[src/rtl/dma_arb_pkg.sv]
package dma_arb_pkg;
  localparam int NCH   = 4;
  localparam int IDX_W = $clog2(NCH);
  localparam int NFLAG = 2;

  typedef logic [NCH-1:0]   ch_vec_t;
  typedef logic [IDX_W-1:0] ch_idx_t;

  typedef enum logic [1:0] {
    PM_ASCEND    = 2'd0,
    PM_ZERO_HEAD = 2'd1,
    PM_TWO_HEAD  = 2'd2,
    PM_ROTATE    = 2'd3
  } prio_mode_e;

  // channel placed at a given rank for the fixed orders
  function automatic ch_idx_t fixed_rank(input prio_mode_e mode, input int rank);
    ch_idx_t res;
    res = ch_idx_t'(rank);
    case (mode)
      PM_ZERO_HEAD: begin
        case (rank)
          0: res = 2'd0;
          1: res = 2'd2;
          2: res = 2'd3;
          default: res = 2'd1;
        endcase
      end
      PM_TWO_HEAD: begin
        case (rank)
          0: res = 2'd2;
          1: res = 2'd0;
          2: res = 2'd1;
          default: res = 2'd3;
        endcase
      end
      default: res = ch_idx_t'(rank);
    endcase
    return res;
  endfunction
endpackage

[src/rtl/dma_arb_rank_map.sv]
module dma_arb_rank_map
  import dma_arb_pkg::*;
(
  input  prio_mode_e mode,
  input  ch_idx_t    last_idx,
  output ch_idx_t    rank_ch [NCH]
);
  generate
    for (genvar r = 0; r < NCH; r++) begin : g_rank
      always_comb begin
        if (mode == PM_ROTATE)
          rank_ch[r] = ch_idx_t'(last_idx + ch_idx_t'(r + 1));
        else
          rank_ch[r] = fixed_rank(mode, r);
      end
    end
  endgenerate
endmodule

[src/rtl/dma_arb_pick.sv]
module dma_arb_pick
  import dma_arb_pkg::*;
(
  input  ch_vec_t req,
  input  ch_idx_t rank_ch [NCH],
  output logic    any,
  output ch_idx_t win_idx
);
  always_comb begin
    any     = 1'b0;
    win_idx = '0;
    // scan from lowest rank upward so the highest rank overrides
    for (int r = NCH - 1; r >= 0; r--) begin
      if (req[rank_ch[r]]) begin
        any     = 1'b1;
        win_idx = rank_ch[r];
      end
    end
  end
endmodule

[src/rtl/dma_arb_sticky.sv]
module dma_arb_sticky #(
  parameter int NFLAG = 2
) (
  input  logic             clk,
  input  logic             rst_n,
  input  logic [NFLAG-1:0] set_pulse,
  input  logic             clr,
  output logic [NFLAG-1:0] flag
);
  generate
    for (genvar f = 0; f < NFLAG; f++) begin : g_flag
      always_ff @(posedge clk or negedge rst_n) begin
        if (!rst_n)            flag[f] <= 1'b0;
        else if (set_pulse[f]) flag[f] <= 1'b1;
        else if (clr)          flag[f] <= 1'b0;
      end
    end
  endgenerate
endmodule

[src/rtl/dma_prio_arbiter.sv]
module dma_prio_arbiter
  import dma_arb_pkg::*;
(
  input  logic       clk,
  input  logic       rst_n,
  input  logic [3:0] ch_req,
  input  logic [1:0] prio_mode,
  input  logic       master_en,
  input  logic       unit_done,
  input  logic       addr_err_set,
  input  logic       nmi_set,
  input  logic       err_clr,
  output logic [3:0] grant,
  output logic       addr_err,
  output logic       nmi_flag
);
  ch_vec_t         grant_q;
  ch_idx_t         last_q;
  ch_idx_t         rank_ch [NCH];
  ch_idx_t         win_idx;
  logic            win_any;
  logic            inhibit;
  logic [NFLAG-1:0] flags;

  dma_arb_sticky #(.NFLAG(NFLAG)) u_flags (
    .clk       (clk),
    .rst_n     (rst_n),
    .set_pulse ({nmi_set, addr_err_set}),
    .clr       (err_clr),
    .flag      (flags)
  );

  dma_arb_rank_map u_map (
    .mode     (prio_mode_e'(prio_mode)),
    .last_idx (last_q),
    .rank_ch  (rank_ch)
  );

  dma_arb_pick u_pick (
    .req     (ch_req),
    .rank_ch (rank_ch),
    .any     (win_any),
    .win_idx (win_idx)
  );

  assign inhibit = !master_en || (|flags);

  always_ff @(posedge clk or negedge rst_n) begin
    if (!rst_n) begin
      grant_q <= '0;
      last_q  <= ch_idx_t'(NCH - 1);   // channel 0 ranks first
    end else if (inhibit) begin
      grant_q <= '0;
    end else if (grant_q != '0) begin
      if (unit_done) grant_q <= '0;
    end else if (win_any) begin
      grant_q <= ch_vec_t'(1) << win_idx;
      last_q  <= win_idx;
    end
  end

  assign grant    = grant_q;
  assign addr_err = flags[0];
  assign nmi_flag = flags[1];
endmodule

[config.mk]
export PLATFORM = sky130hd
export DESIGN_NAME = dma_prio_arbiter
export DESIGN_NICKNAME = d
export VERILOG_FILES = /design/src/rtl/dma_arb_pkg.sv /design/src/rtl/dma_arb_rank_map.sv /design/src/rtl/dma_arb_pick.sv /design/src/rtl/dma_arb_sticky.sv /design/src/rtl/dma_prio_arbiter.sv
export SDC_FILE = /design/constraint.sdc
export NUM_CORES = 1
export LEC_CHECK = 0
export ABC_AREA = 1
export BUFFER_PORTS_ARGS = -buffer_cell sky130_fd_sc_hd__clkbuf_2
export CAP_MARGIN = 40
export CORE_UTILIZATION = 49
export DETAILED_ROUTE_END_ITERATION = 8
export PLACE_DENSITY = 0.75
export SKIP_CTS_REPAIR_TIMING = 1
export SLEW_MARGIN = 20
export SYNTH_ARGS = -nofsm -noshare
export SYNTH_HDL_FRONTEND = slang
export SYNTH_SLANG_ARGS = --single-unit
export TNS_END_PERCENT = 1
[constraint.sdc]
create_clock -name clk -period 1.4 [get_ports clk]
set_input_delay 0.21 -clock clk [delete_from_list [all_inputs] [get_ports clk]]
set_output_delay 0.21 -clock clk [all_outputs]
set_load 0.02 [all_outputs]
==> flow_summary.yaml, run 1 <==
synthesis:
  async_flop_share: 1.00
  synth_fp_nets: 168
  seq_area_frac_synth: 0.208
  ys_seq_elements: 8
  postSynthCellCount: 150
  synth_edf_count: 0
  yosysUniqueCellTypes: 23
  yosysMostFrequentCell: "nand2_1"
  yosys_warnings: 0
  ys_top_cells_by_count: "nand2_1 (53), nand3_1 (27), inv_1 (18), nand2_2 (9), dfrtp_1 (6)"
  ys_top_cells_by_area: "nand2_1 (20%), dfrtp_1 (15%), nand3_1 (14%)"
  syn_area_per_cell_um2: 6.49
  post-synth-top-area-fraction: 0.204
  ys.flop_type: "dfrtp_1"
  yosys.area.top_type: "nand2_1"
  syn_area_um2: 973
die:
  row_count: 15
  ios: 19
  die_h_um: 46.6
  dieArea_um2: 2170
  start_util: 0.540
  die_w_um: 46.6
  coreArea_um2: 1800
layout:
  drive_above_1_share: 0.503
  post-route-util: 0.798
  diodes: 0
  nets: 206
  area_growth_pct: 47.7
  fillCellCount: 140
placed_design:
  place_congestion: 0.853
  portBuffers: 18
  post-place-ws_ps: -470
  detailed_place_hpwl_um: 1900
route:
  routed_wirelength_um: 2710
  route.detailed.drc: 0
  num_vias: 1106
  drtAntennaViolNets: 0
  dr.pass1.iters: 4
  wl_per_cell_um: 12.8
  drtIter0Drc: 14
  vias_per_cell: 5.22
sta:
  tightest_slew_ps: 317
  final.setup.worst_slack_ps: -343
  period_needed_ps: 1740
  rsz0062_at_grt: "yes"
  slew_viol_final: 0
  slew_headroom: 0.786
  period_share: 1.24
  max_freq_ghz: 0.574
  setup_viol: 6
  skew_ps: 12.4
  fin_tns_setup_ps: -1920
  hold_viol: 0
cts:
  clk_root_buffer_cell: "clkbuf_4"
  clock-sinks: 8
  clk_latency_ps: 260
  cts_tree: "yes"
  numCtsBuffers: 3
  clkTransAtPathRegs_ps: 50
  clk_path_buf_depth: 2
  htree_levels: 1
worst_setup_path:
  end_kind: "flop"
  cp-start-kind: "flop"
  cp_max_fo: 5
  path_class: "flop to flop"
  required_ps: 1590
  worstPathArrival_ps: 1930
  r2r-start: "last_q[0]"
  worstSetupStartpoint: "last_q[0]"
min_path:
  hp-start: "err_clr"
  hp-class: "input port to flop"
global_route:
  grt_pass1_vias: 923
  grt_start_max_net_pins: 9
  overflow: 0
  antenna_found_initial: 0
  track_usage: 0.232
  grt_pass1_wl_um: 3610
status:
  status: "complete, but fails checks"
  violations: "setup timing"
power:
  powerDensity_nw_per_um2: 939
  leakage_nw: 0.793
  peakVddDrop_uv: 630
job:
  cap_violations: 0
## state kept, by name, indices dropped and copies added (netlist names)
| register | count |
|---|---|
| grant | 4 |
| last_q | 2 |
| u_flags.flag | 2 |
## layout by cell type, fill, tap and decap left out, types with 3 or more instances in the layout
master	netlist	final
a21oi_2	1	3
nand3_1	27	16
nand2_2	9	10
nand2_4	5	12
inv_1	18	17
buf_4	0	14
dfrtp_1	6	6
clkbuf_4	0	3
nand3_2	4	13
nand2_1	53	43
clkbuf_2	0	18
## critical path, stage by stage (launching register included)
cell and delay [ps]:
dfstp_2 570, buf_4 160, nand2_1 70, nand3_1 130, nand2_2 90, nand2_2 110, nand2_4 80, nand4_4 120
nand2_4 90, buf_4 140, a21oi_2 110
## per-layer routing
metal / vias to the layer above / track usage / wire length [um]
met5: - / 0 / 0
met4: 0 / 0.0824 / 79
met3: 9 / 0.0157 / 76
met2: 32 / 0.444 / 1450
met1: 512 / 0.260 / 1100
li1: 553 / - / -
## area by class of cell
| type | count | area [um^2] | area share |
|---|---|---|---|
| clock buffers | 4 | 26.3 | 0.0183 |
| flip-flops and latches | 8 | 203 | 0.141 |
| multi-input cells | 120 | 872 | 0.607 |
| well taps | 25 | 31.3 | 0.0218 |
| inverters | 21 | 88.8 | 0.0618 |
| repair buffers | 34 | 216 | 0.151 |
## stage by stage
stage,cell area (um^2),cells,total power [mW],hold slack [ps]
floorplan,1020,150,0.750,-85.6
global placement,1200,202,0.902,55.7
detailed placement,1200,202,0.924,62.2
CTS,1230,206,1.12,-217
global route,1440,212,1.43,161
finish,1440,212,1.35,158
## report_power, final
group	internal, mW	total, mW	switching [mW]
Clock	0.109	0.195	0.0858
Sequential	0.275	0.311	0.0360
Combinational	0.318	0.844	0.525
Total	0.703	1.35	0.647
## cell families (layout without fill, tap and decap cells)
logic type                 after synthesis  after routing  share of synthesized area
buffers and inverters                   22             59                     0.0925
and+or+nand+nor                        107            107                      0.569
adders and majority gates                5              5                     0.0643
AOI/OAI and AO/OA                        8              8                     0.0656
DFF                                      8              8                      0.208
## path summary, 6_finish.rpt
check                      slack (ps)  depth (start not counted)               to
setup / recovery                 -340                         10        last_q[1]
hold / removal                    160                          2  u_flags.flag[0]
setup reg to reg                 -340                         10        last_q[1]
hold reg to reg                   490                          2        last_q[0]
max in group asynchronous         830                          2        last_q[1]
min in group asynchronous         310                          2         grant[0]
(Power assumes the default switching activity.)
==> inputs of run 2 (changes only) <==
MAX_ROUTING_LAYER = met4   (was default)
==> run 2 against run 1 <==
Against the previous run: the flow still finishes with violations (setup timing); cell area stayed put; first-iteration DRC count rose by 29%; die area unchanged; critical endpoint unchanged; non-clock buffer count is the same; highest routed layer unchanged.
==> flow_summary.yaml, run 2 (synthesis results as in run 1) <==
sta:
  fin_tns_setup_ps: -1990
  period_share: 1.25
  slew_viol_final: 0
  rsz0062_at_grt: "yes"
  hold_viol: 0
  max_freq_ghz: 0.571
  period_needed_ps: 1750
  fin_hold_ws_ps: 158
  setup_viol: 6
  slew_headroom: 0.786
  skew_ps: 8.82
  final.setup.worst_slack_ps: -352
  tightest_slew_ps: 317
cts:
  clock-sinks: 8
  numCtsBuffers: 3
  htree_levels: 1
  cts_tree: "yes"
  clk_latency_ps: 260
  clk_root_buffer_cell: "clkbuf_4"
  clkTransAtPathRegs_ps: 50
  clk_path_buf_depth: 2
worst_setup_path:
  cp_max_fo: 5
  path_class: "flop to flop"
  r2r-start: "last_q[0]"
  worstSetupStartpoint: "last_q[0]"
  cp_cell_sequence: "buf_4 -> nand2_1 -> nand3_1 -> nand2_2 -> nand2_2 -> nand2_4 -> nand4_4 -> nand2_4 -> buf_4 -> a21oi_2"
  required_ps: 1590
  end_kind: "flop"
  ff2ff_path_depth: 10
  worstPathArrival_ps: 1940
  cp-start-kind: "flop"
  critPathTopFamily: "simple AND/OR/NAND/NOR gates"
  cp_num_buf_inv: 2
  critPathSlowestCell: "dfstp_2"
  crit_cells: 10
  cp_slowest_stage_delay_ps: 570
route:
  met1Wirelength_um: 1100
  drtIter0Drc: 18
  routed_wirelength_um: 2710
  wl_per_cell_um: 12.8
  dr.pass1.iters: 4
  route.detailed.drc: 0
  highest_layer: "met4"
  vias_per_cell: 5.20
  met3_length_um: 73
  num_vias: 1103
  drtAntennaViolNets: 0
  wl_met2_um: 1450
status:
  violations: "setup timing"
  status: "complete, but fails checks"
die:
  start_util: 0.540
  die_w_um: 46.6
  row_count: 15
  ios: 19
  dieArea_um2: 2170
  coreArea_um2: 1800
  die_h_um: 46.6
layout:
  nets: 206
  area_growth_pct: 47.7
  largest_reg_flops: 4
  diodes: 0
  post-route-util: 0.798
  drive_above_1_share: 0.503
  final_cells: 212
  layout_common_cells: "nand2_1 (43), clkbuf_2 (18), inv_1 (17)"
  final_common_cell: "nand2_1"
power:
  powerDensity_nw_per_um2: 937
  power_mw: 1.35
  leakage_nw: 0.793
  peakVddDrop_uv: 630
job:
  cap_violations: 0
global_route:
  track_usage: 0.239
  overflow: 0
  grt_start_max_net_pins: 9
  grt_pass1_wl_um: 3610
  antenna_found_initial: 0
  grt_pass1_vias: 923
placed_design:
  detailed_place_hpwl_um: 1900
  place_congestion: 0.867
  portBuffers: 18
  place_inst: 202
min_path:
  hold_path_depth: 2
  hp-start: "err_clr"
  hp-class: "input port to flop"
-- run 2: cell counts in the layout (fill, tap and decap cells not counted) --
Identical to the previous run, type by type.
-- run 2: worst paths after layout --
kind,to,slack [ps]
max in group asynchronous,last_q[1],830
worst max-delay path,last_q[1],-350
worst max register to register,last_q[1],-350
worst min register to register,last_q[0],490
worst min-delay path,u_flags.flag[0],160
min in group asynchronous,grant[0],320
-- run 2: cell type report --
class	count	area, um^2
multi-input combinational	120	872
inverter	21	88.8
timing repair buffer	34	216
sequential	8	203
fill	140	364
clock buffer	4	26.3
tap	25	31.3
-- run 2: per-stage QoR --
stage | instance area, um^2 | worst slack (ps)
4_1_cts | 1230 | -328
3_5_place_dp | 1200 | -470
5_1_grt | 1440 | -414
6_report | 1440 | -352
3_3_place_gp | 1200 | -403
2_1_floorplan | 1020 | -125
-- run 2: power by group --
group / leakage, nW / switching (mW) / internal [mW]
clock network: 0.0150 / 0.0826 / 0.109
logic: 0.680 / 0.526 / 0.318
registers: 0.0982 / 0.0359 / 0.275
-- run 2: metal layers --
metal  vias to the layer above  GRT usage
li1                        554          -
met1                       510      0.260
met2                        30      0.444
met3                         9     0.0157
met4                         0     0.0824
met5                         -          -
